--- src/rtl/tmr13_pkg.sv ---
`timescale 1ns/1ps
package tmr13_pkg;
  localparam int unsigned BUS_AW = 2;

  typedef enum logic [BUS_AW-1:0] {
    REG_CTRL = 2'd0,
    REG_LOW  = 2'd1,
    REG_HIGH = 2'd2,
    REG_NONE = 2'd3
  } reg_sel_e;

  localparam int unsigned CB_RUN  = 0;
  localparam int unsigned CB_GATE = 1;
  localparam int unsigned CB_SRC  = 2;
  localparam int unsigned CB_FLAG = 3;

  typedef struct packed {
    logic src_ext;
    logic gate_en;
    logic run;
  } ctrl_t;
endpackage

--- src/rtl/tmr13_sync.sv ---
`timescale 1ns/1ps
module tmr13_sync #(
  parameter int unsigned STAGES  = 2,
  parameter logic        RST_VAL = 1'b0
) (
  input  logic clk,
  input  logic rst,
  input  logic d_i,
  output logic q_o
);
  logic [STAGES-1:0] sh_q;

  always_ff @(posedge clk) begin
    if (rst) sh_q <= {STAGES{RST_VAL}};
    else     sh_q <= {sh_q[STAGES-2:0], d_i};
  end

  assign q_o = sh_q[STAGES-1];
endmodule

--- src/rtl/tmr13_tick.sv ---
`timescale 1ns/1ps
module tmr13_tick #(
  parameter int unsigned DIV = 6
) (
  input  logic clk,
  input  logic rst,
  output logic tick_o
);
  localparam int unsigned DW = (DIV > 1) ? $clog2(DIV) : 1;
  localparam logic [DW-1:0] LAST = DW'(DIV - 1);

  logic [DW-1:0] div_q;

  always_ff @(posedge clk) begin
    if (rst) begin
      div_q  <= '0;
      tick_o <= 1'b0;
    end else begin
      tick_o <= (div_q == LAST);
      div_q  <= (div_q == LAST) ? '0 : div_q + 1'b1;
    end
  end
endmodule

--- src/rtl/tmr13_src.sv ---
`timescale 1ns/1ps
module tmr13_src (
  input  logic clk,
  input  logic rst,
  input  logic tick_i,
  input  logic src_ext_i,
  input  logic pin_s_i,
  input  logic allow_i,
  output logic inc_o
);
  logic smp_q;
  logic fall;

  always_ff @(posedge clk) begin
    if (rst)         smp_q <= 1'b0;
    else if (tick_i) smp_q <= pin_s_i;
  end

  assign fall  = smp_q & ~pin_s_i;
  assign inc_o = tick_i & allow_i & (src_ext_i ? fall : 1'b1);
endmodule

--- src/rtl/tmr13_core.sv ---
`timescale 1ns/1ps
module tmr13_core #(
  parameter int unsigned DATA_W = 8,
  parameter int unsigned LO_W   = 5,
  parameter int unsigned HI_W   = 8,
  localparam int unsigned CW    = LO_W + HI_W,
  localparam int unsigned PAD_W = DATA_W - LO_W
) (
  input  logic              clk,
  input  logic              rst,
  input  logic              inc_i,
  input  logic              wr_lo_i,
  input  logic              wr_hi_i,
  input  logic [DATA_W-1:0] wdata_i,
  input  logic              ack_i,
  input  logic              flag_wr_i,
  input  logic              flag_bit_i,
  output logic [LO_W-1:0]   lo_o,
  output logic [PAD_W-1:0]  pad_o,
  output logic [HI_W-1:0]   hi_o,
  output logic              flag_o,
  output logic [CW-1:0]     count_o,
  output logic              cnt_wr_o,
  output logic              ovf_set_o
);
  logic [CW-1:0] nxt;
  logic          flag_clr;

  assign count_o   = {hi_o, lo_o};
  assign nxt       = count_o + 1'b1;
  assign cnt_wr_o  = wr_lo_i | wr_hi_i;
  assign ovf_set_o = inc_i & ~cnt_wr_o & (&count_o);
  assign flag_clr  = ack_i | (flag_wr_i & ~flag_bit_i);

  always_ff @(posedge clk) begin
    if (rst) begin
      lo_o  <= '0;
      pad_o <= '0;
      hi_o  <= '0;
    end else if (cnt_wr_o) begin
      if (wr_lo_i) {pad_o, lo_o} <= wdata_i;
      if (wr_hi_i) hi_o <= wdata_i[HI_W-1:0];
    end else if (inc_i) begin
      {hi_o, lo_o} <= nxt;
    end
  end

  always_ff @(posedge clk) begin
    if (rst)            flag_o <= 1'b0;
    else if (ovf_set_o) flag_o <= 1'b1;
    else if (flag_clr)  flag_o <= 1'b0;
  end
endmodule

--- src/rtl/tmr13_unit.sv ---
`timescale 1ns/1ps
module tmr13_unit #(
  parameter int unsigned DATA_W = 8,
  parameter int unsigned LO_W   = 5,
  parameter int unsigned HI_W   = 8,
  parameter int unsigned DIV    = 6,
  parameter int unsigned SYNC_N = 2
) (
  input  logic              clk,
  input  logic              rst,
  input  logic              bus_wr,
  input  logic [1:0]        bus_addr,
  input  logic [DATA_W-1:0] bus_wdata,
  output logic [DATA_W-1:0] bus_rdata,
  input  logic              cnt_pin,
  input  logic              gate_pin,
  input  logic              vec_ack,
  output logic              ovf_flag
);
  import tmr13_pkg::*;

  localparam int unsigned CW    = LO_W + HI_W;
  localparam int unsigned PAD_W = DATA_W - LO_W;

  reg_sel_e          sel;
  ctrl_t             ctrl_q;
  logic              wr_ctrl, wr_lo, wr_hi;
  logic              gate_s, pin_s, tick, allow, inc_evt;
  logic              run_bit, cnt_wr, ovf_set;
  logic [LO_W-1:0]   lo_q;
  logic [PAD_W-1:0]  pad_q;
  logic [HI_W-1:0]   hi_q;
  logic [CW-1:0]     count_val;
  logic [DATA_W-1:0] ctrl_rd;

  assign sel     = reg_sel_e'(bus_addr);
  assign wr_ctrl = bus_wr & (sel == REG_CTRL);
  assign wr_lo   = bus_wr & (sel == REG_LOW);
  assign wr_hi   = bus_wr & (sel == REG_HIGH);
  assign run_bit = ctrl_q.run;

  always_ff @(posedge clk) begin
    if (rst) ctrl_q <= '0;
    else if (wr_ctrl) begin
      ctrl_q.run     <= bus_wdata[CB_RUN];
      ctrl_q.gate_en <= bus_wdata[CB_GATE];
      ctrl_q.src_ext <= bus_wdata[CB_SRC];
    end
  end

  tmr13_sync #(.STAGES(SYNC_N), .RST_VAL(1'b0)) u_gate_sync (
    .clk(clk), .rst(rst), .d_i(gate_pin), .q_o(gate_s));

  tmr13_sync #(.STAGES(SYNC_N), .RST_VAL(1'b0)) u_pin_sync (
    .clk(clk), .rst(rst), .d_i(cnt_pin), .q_o(pin_s));

  tmr13_tick #(.DIV(DIV)) u_tick (
    .clk(clk), .rst(rst), .tick_o(tick));

  assign allow = ctrl_q.run & (~ctrl_q.gate_en | gate_s);

  tmr13_src u_src (
    .clk(clk), .rst(rst), .tick_i(tick), .src_ext_i(ctrl_q.src_ext),
    .pin_s_i(pin_s), .allow_i(allow), .inc_o(inc_evt));

  tmr13_core #(.DATA_W(DATA_W), .LO_W(LO_W), .HI_W(HI_W)) u_core (
    .clk(clk), .rst(rst), .inc_i(inc_evt), .wr_lo_i(wr_lo), .wr_hi_i(wr_hi),
    .wdata_i(bus_wdata), .ack_i(vec_ack), .flag_wr_i(wr_ctrl),
    .flag_bit_i(bus_wdata[CB_FLAG]), .lo_o(lo_q), .pad_o(pad_q), .hi_o(hi_q),
    .flag_o(ovf_flag), .count_o(count_val), .cnt_wr_o(cnt_wr),
    .ovf_set_o(ovf_set));

  always_comb begin
    ctrl_rd          = '0;
    ctrl_rd[CB_RUN]  = ctrl_q.run;
    ctrl_rd[CB_GATE] = ctrl_q.gate_en;
    ctrl_rd[CB_SRC]  = ctrl_q.src_ext;
    ctrl_rd[CB_FLAG] = ovf_flag;
  end

  always_ff @(posedge clk) begin
    if (rst) bus_rdata <= '0;
    else begin
      case (sel)
        REG_CTRL: bus_rdata <= ctrl_rd;
        REG_LOW:  bus_rdata <= {pad_q, lo_q};
        REG_HIGH: bus_rdata <= DATA_W'(hi_q);
        default:  bus_rdata <= '0;
      endcase
    end
  end
endmodule

--- config.mk ---
export PLATFORM = sky130hd
export DESIGN_NAME = tmr13_unit
export DESIGN_NICKNAME = d
export VERILOG_FILES = /design/src/rtl/tmr13_pkg.sv /design/src/rtl/tmr13_sync.sv /design/src/rtl/tmr13_tick.sv /design/src/rtl/tmr13_src.sv /design/src/rtl/tmr13_core.sv /design/src/rtl/tmr13_unit.sv
export SDC_FILE = /design/constraint.sdc
export NUM_CORES = 1
export LEC_CHECK = 0
export BUFFER_PORTS_ARGS = -buffer_cell sky130_fd_sc_hd__buf_2
export CAP_MARGIN = 20
export CORE_MARGIN = 1
export CORE_UTILIZATION = 34
export DETAILED_ROUTE_END_ITERATION = 10
export HOLD_SLACK_MARGIN = 0.06
export SLEW_MARGIN = 20
export SYNTH_ARGS = -nofsm -noshare
export SYNTH_HDL_FRONTEND = slang
export SYNTH_HIERARCHICAL = 1
export SYNTH_SLANG_ARGS = --single-unit
--- constraint.sdc ---
create_clock -name clk -period 3.4 [get_ports clk]
set_input_delay 0.51 -clock clk [delete_from_list [all_inputs] [get_ports clk]]
set_output_delay 0.51 -clock clk [all_outputs]
set_load 0.03 [all_outputs]
# Yosys cells after proc, flatten, opt, wreduce, memory -nomap -nowiden
# Cells that the tools add are included.
# op_classes
addsub,2
n_mul,0
div,0
n_lt_le_gt_ge,0
eq_ne,5
shifts,0
n_mux,10
bitwise_logic,17
reduce_logical,8
# op_table
op,count
$mux 8,3
$pmux 8 s3,1
$mux 5,3
$add 13x1->13 const B,1
$reduce_and 13->1,1
$and 1x1->1,10
$reduce_and 2->1,3
$ne 2x1->1 const B,2
$not 1->1,4
$reduce_bool 2->1,2
$add 3x1->3 const B,1
$eq 3x3->1 const B,1
$mux 1,3
$or 1x1->1,3
$eq 2x1->1 const B,1
$eq 2x2->1 const B,1
$logic_not 2->1,1
$reduce_or 2->1,1
# word_totals
ff_bits,37
latchBits,0
ram_bits,0
rom_bits,0
output_inout_bits,9
wordCells,55
memories,0

# Logic depth before layout (Yosys ltp)
# Gate-level depths: netlist of run 1.
# logic_depth
word_depth,8
ltp_mapped,8

# Cells and area by module
# Netlist of run 1, hierarchy kept.
# by_module_without_submodules
module,instances,cells_each,area_per_inst_um2,seq_area_each_um2
tmr13_core,1,129,1048.5,340.3
tmr13_unit,1,51,500.5,220.2
tmr13_tick,1,15,155.1,80.1
tmr13_sync,2,4,52.6,40.0
tmr13_src,1,6,52.6,20.0

# Least setup slack after synthesis of run 1
# No wires, ideal clock.
# synth_path
kind,in2reg
startpoint,in bus_addr[0]
endpoint,reg u_core.hi_o[2]
t_arrival_ps,2019
required_ps,3329
path_slack_ps,1310
cell_stages,7
path_buffers,2
path_cell_list,buf_4 and2b_1 and2_1 buf_2 or4_1 mux2_2 a21oi_1
# synth_between
elab_chain_cells,5
elab_cells_between_ends,9
# synth_rtl
item,line_no,rtl
"start, declared",tmr13_unit.sv:12,"input logic [1:0] bus_addr,"
$eq 2x1->1 *,tmr13_unit.sv:38,assign wr_lo = bus_wr & (sel == REG_LOW);
$and 1x1->1 *,tmr13_unit.sv:38,
via wr_lo,tmr13_unit.sv:27,"logic wr_ctrl, wr_lo, wr_hi;"
$or 1x1->1 *,tmr13_core.sv:31,assign cnt_wr_o = wr_lo_i | wr_hi_i;
$ne 2x1->1 (no source line) or $reduce_bool 2->1 (tied branches),-,
$reduce_and 2->1 (no source line),-,
"end signal, assigned",tmr13_core.sv:42,if (wr_hi_i) hi_o <= wdata_i[HI_W-1:0];
"end signal, assigned",tmr13_core.sv:44,"{hi_o, lo_o} <= nxt;"
"end, declared",tmr13_core.sv:20,"output logic [HI_W-1:0] hi_o,"
# The timed path passes the listed nets; every way through them passes the cells marked *.
# A chain may end at the register's enable or synchronous reset.

# Worst setup path in the final report of run 1
# layout_path
startpoint,in bus_addr[1]
endpoint,reg u_core.hi_o[6]
# Same word-level chain as after synthesis.

==> results of run 1 <==
placed cells by master, fill, tap and decap left out, drive strengths merged, types with 5 or more instances in the layout:
cell type,netlist,routed
a211oi,11,11
a21oi,10,10
nand3,6,6
nand2b,11,11
nand2,10,10
clkbuf,2,7
buf,18,24
mux2i,8,8
o21ai,7,7
nand4,6,6
nor2,25,25
a22oi,5,5
and2b,5,5
dfxtp,37,37
nor2b,7,7
kinds of logic after synthesis:
logic type	count (synthesis)	share of synthesized area, %
AOI/OAI and AO/OA	45	16.67
xor gates and xnor gates	4	1.882
adders and majority gates	3	2.016
buffers and inverters	24	8.333
DFF	37	39.78
muxes	9	4.906
and+or+nand+nor	87	26.41
area by class of cell:
| type | count | area (um2) | area share (%) |
|---|---|---|---|
| clock buffers | 7 | 86.33 | 4.220 |
| clock inverters | 1 | 30.03 | 1.468 |
| inverters | 4 | 15.01 | 0.7339 |
| multi-input cells | 148 | 965.9 | 47.22 |
| flip-flops and latches | 37 | 740.7 | 36.21 |
| well taps | 70 | 87.58 | 4.281 |
| repair buffers | 24 | 120.1 | 5.872 |
worst max-delay path, delay by kind of cell:
kind / cells / cell delay (ns)
buffers and inverters: 1 / 0.23
AOI/OAI and AO/OA: 1 / 0.26
and+or+nand+nor: 5 / 1.43
how the worst max path moves through the flow:
stage	endpoint	depth (start not counted)
CTS	u_core/hi_o[6]	7
detailed placement	u_core/hi_o[6]	7
global placement	u_core/hi_o[2]	7
global route	u_core/hi_o[6]	7
floorplan	u_core/hi_o[2]	7
finish	u_core/hi_o[6]	7
through the flow:
| stage | total power, W | hold slack, ns | util [%] | std cells | setup slack (ns) |
|---|---|---|---|---|---|
| after floorplan | 0.0005358 | 0.4138 | - | 209 | 1.310 |
| after global placement | 0.0005552 | 0.4166 | 37.07 | 283 | 0.9796 |
| after detailed placement | 0.0005554 | 0.4239 | 37.07 | 283 | 0.9334 |
| after CTS | 0.0009514 | 0.4192 | 39.30 | 291 | 1.201 |
| after global routing | 0.0009841 | 0.4218 | 39.30 | 291 | 1.025 |
| final | 0.0009359 | 0.4297 | 39.30 | 291 | 1.160 |
state kept, by name, summed over array words and instances, names as in the netlist:
register	count
u_core/pad_o	3
u_core/flag_o	1
u_pin_sync/sh_q	2
bus_rdata	8
u_gate_sync/sh_q	2
u_tick/div_q	3
u_core/hi_o	8
ctrl_q	2
u_core/lo_o	5
u_src/smp_q	1
run_bit	1
u_tick/tick_o	1
layer usage:
layer | track usage, % | up-vias | wire [um]
met5 | 0 | - | 0
met4 | 8.846 | 0 | 61
met3 | 3.353 | 5 | 170
met2 | 21.82 | 46 | 1785
met1 | 18.62 | 713 | 1834
li1 | - | 752 | -
where the power goes:
part | total [W] | internal (W) | leakage, nW | switching (W)
clock | 0.000390 | 0.000239 | 0.0585 | 0.000150
sequential | 0.000463 | 0.000450 | 0.302 | 0.0000139
combinational | 0.0000829 | 0.0000338 | 0.408 | 0.0000490
==> flow_summary.toml, run 1 <==
[run_status]
outcome = "finished clean"

[setup_path]
crit_fanout = 16
required_ns = 3.59
reg2reg_depth = 7
critPathArrivalTime_ns = 2.43
r2r_end = "u_core/hi_o[6]"
slowest_delay_ns = 0.37
slowest_stage = "or3_1"
worst_setup_path_start_kind = "input port"
crit_chain = "buf_2 -> and2b_1 -> and2_1 -> nor2b_1 -> nand4_2 -> or3_1 -> a311oi_1"
worstSetupStartpoint = "bus_addr[1]"
crit_type = "in -> reg"
cp-end-kind = "flop"
reg2reg_slack_ns = 1.35
r2r-start = "run_bit"

[timing]
slew_violations = 0
finalSetupTns_ns = 0
worst_pin_slew_ns = 0.6389
relSlewSlack_pct = 57.40
rsz0062_at_grt = "no"
finalCritPeriodShare_pct = 65.89
skew_ns = 0.002760
hold_viol_final = 0
setup_viol = 0
fmax_mhz = 446.4
period_minus_slack_ns = 2.240

[cts]
root_buffer = "clkbuf_8"
h-tree-depth = 2
cts_tree = "built"
clkSinkCount = 37
numCtsBuffers = 5
ctsResizeCount = 0
cts_hold_buf = 0
path_clk_slew_ns = 0.07
clk_latency_ns = 0.28
clockBufferDepth = 2
cts_setup_buffers = 0

[placement]
dpl-instance-area_mm2 = 0.001929
hpwl_mm = 2.635
portBuffers = 24
place.gp.congestion = 0.8105

[synth]
synth_cell_types = 45
ys_ff_latch = 37
syn_area_mm2 = 0.001862
synth_nets = 228
synthCells = 209
ys.warnings.count = 6
synthTopCellsByCount = "37 x dfxtp_1, 24 x nor2_1, 17 x buf_4"
synth_top_area_share_pct = 39.78
syn_avg_cell_area_um2 = 8.908
synth_seq_area_share_pct = 39.78
synth_edf_count = 0
synth_ff_type = "dfxtp_1"
synth.most_common_cell = "dfxtp_1"
async_flop_share_pct = 0
netlist_top_cells_area = "dfxtp_1 40%, buf_4 6.9%, nor2_1 4.8%, a211oi_1 4.4%, mux2i_1 4.3%"
yosys.area.top_type = "dfxtp_1"

[power_and_ir_drop]
power_density_mw_per_mm2 = 457.5
vdd_ir_drop_max_uv = 163.3
power_leakage_nw = 0.7686

[floorplanning]
initial_core_util_pct = 35.77
row_count = 26
coreArea_mm2 = 0.005205
die_x_um = 76
die_h_um = 76
io_pins = 25
die_area_mm2 = 0.005776

[final_layout]
area_delta_synth_final_pct = 9.879
fin_area_mm2 = 0.002046
fillCellCount = 515
antenna_cells = 0
drive_gt1_share_pct = 18.55
nNetsFinal = 239

[grt]
grt-ovfl-total = 0
antenna_found_initial = 0
grt_usage_pct = 14.44
grt_pass1_vias = 1398
grt_pass1_wl_mm = 6.672
grt_max_degree = 38

[min_path]
hold_path_class = "in -> reg"
min_path_cells = 2
min_to = "u_gate_sync/sh_q[0]"
min_from = "gate_pin"

[detailed_routing]
drt_iter0_markers = 130
drc = 0
wirelength_mm = 3.850
first_pass_iters = 4
viasPerCell = 5.210
wire_per_inst_um = 13.23
vias = 1516
ant_nets = 0

[job]
max-cap-violations = 0
Power figures use the tool's default switching activity.
==> run 2: changes to the inputs <==
clock period = 2.1 ns   (was 3.4 ns; I/O delays follow)
==> run 2 against run 1 <==
Effect of this change:
- global-route usage down 0.50 points
- non-clock buffer count up 6
- via count down 0.53%
- largest cell class unchanged
==> flow_summary.toml, run 2 (synthesis results as in run 1) <==
[final_layout]
drive_gt1_share_pct = 20.70
final_common_cell = "dfxtp_1"
area_delta_synth_final_pct = 12.30
multi_input_area_um2 = 965.9
fin_area_mm2 = 0.002091
most-common-layout-cells = "37 x dfxtp_1, 24 x nor2_1, 24 x buf_2"
top_regs = "bus_rdata: 8 flops, u_core/hi_o: 8 flops, u_core/lo_o: 5 flops"
register_area_um2 = 740.7
finalNonFillerCells = 297
nNetsFinal = 245
antenna_cells = 0
fillCellCount = 524

[power_and_ir_drop]
power_leakage_nw = 0.7990
vdd_ir_drop_max_uv = 259.1
power_density_mw_per_mm2 = 728.7

[floorplanning]
row_count = 26
die_h_um = 76
coreArea_mm2 = 0.005205
die_area_mm2 = 0.005776
io_pins = 25
die_x_um = 76
initial_core_util_pct = 35.77

[setup_path]
reg2reg_depth = 7
slowest_stage = "or3_1"
crit_buf_inv = 0
crit_chain = "a21boi_0 -> nand2_1 -> a21oi_2 -> nor2b_1 -> nand4_2 -> or3_1 -> a311oi_1"
required_ns = 2.30
path_delay_family = "simple AND/OR/NAND/NOR gates"
worstSetupPathDepth = 7
critPathArrivalTime_ns = 2.11
crit_fanout = 3
crit_type = "reg -> reg"
cp-end-kind = "flop"
worst_setup_path_start_kind = "flop"
slowest_delay_ns = 0.37

[detailed_routing]
drt_iter0_markers = 109
drc = 0
first_pass_iters = 4
ant_nets = 0
wirelength_mm = 3.811
vias = 1508
viasPerCell = 5.077
wire_per_inst_um = 12.83

[grt]
grt_pass1_vias = 1352
grtUsageMet2_pct = 22.00
grt_max_degree = 32
grt_pass1_wl_mm = 6.527
grt_use_met3_pct = 2.156
grt_usage_pct = 13.94
antenna_found_initial = 0
busiest_layer = "met2"
use_met1_pct = 18.97
grt-ovfl-total = 0

[min_path]
min_path_cells = 2
hold_path_class = "in -> reg"

[placement]
place.gp.congestion = 0.8916
placed_cells = 289
dpl-instance-area_mm2 = 0.001974
portBuffers = 24
hpwl_mm = 2.810

[timing]
setup_viol = 0
hold_ws_ns = 0.2374
finalCritPeriodShare_pct = 91.16
skew_ns = 0.006162
finalSetupTns_ns = 0
hold_viol_final = 0
rsz0062_at_grt = "no"
worst_pin_slew_ns = 0.5373
relSlewSlack_pct = 64.18
fmax_mhz = 522.4
period_minus_slack_ns = 1.914
slew_violations = 0

[run_status]
outcome = "finished clean"

[cts]
h-tree-depth = 2
clockBufferDepth = 2
ctsResizeCount = 0
numCtsBuffers = 5
clk_latency_ns = 0.29
clkSinkCount = 37
cts_tree = "built"
cts_hold_buf = 0
cts_setup_buffers = 0
path_clk_slew_ns = 0.07
root_buffer = "clkbuf_8"

[job]
max-cap-violations = 0
## run 2: metrics by stage
step / utilization [%] / power, W / worst slack [ns]
floorplan: - / 0.0008675 / 0.2053
global placement: 37.93 / 0.0009048 / 0.1828
detailed placement: 37.93 / 0.0009060 / 0.1400
CTS: 40.17 / 0.001545 / 0.1990
global route: 40.17 / 0.001595 / 0.04417
finish: 40.17 / 0.001523 / 0.1857
## run 2: worst register-to-register path, stage by stage (launching register included)
cell,delay (ns)
dfxtp_1,0.35
a21boi_0,0.21
nand2_1,0.09
a21oi_2,0.15
nor2b_1,0.28
nand4_2,0.15
or3_1,0.37
a311oi_1,0.23
## run 2: area by class of cell
cell class	count	area share, %
inverter	4	0.7181
timing repair buffer	30	7.899
sequential	37	35.43
multi-input combinational	148	46.20
tap	70	4.189
clock buffer	7	4.129
clock inverter	1	1.436
## run 2: power breakdown
| part | leakage, nW | switching (W) | internal, W |
|---|---|---|---|
| combinational | 0.439 | 0.0000797 | 0.0000601 |
| sequential | 0.302 | 0.0000222 | 0.000728 |
| clock | 0.0585 | 0.000247 | 0.000387 |
| total | 0.799 | 0.000348 | 0.00118 |
## run 2: worst paths after layout
kind | startpoint | endpoint | slack (ns)
min reg2reg | u_gate_sync/sh_q[0] | u_gate_sync/sh_q[1] | 0.44
min | cnt_pin | u_pin_sync/sh_q[0] | 0.24
max | run_bit | u_core/hi_o[6] | 0.19
max reg2reg | run_bit | u_core/hi_o[6] | 0.19
## run 2: metal layers
layer	wire, um	part of all wire, %
met4	70	1.8
met5	0	0
met3	174	4.6
met2	1686	44
met1	1879	49
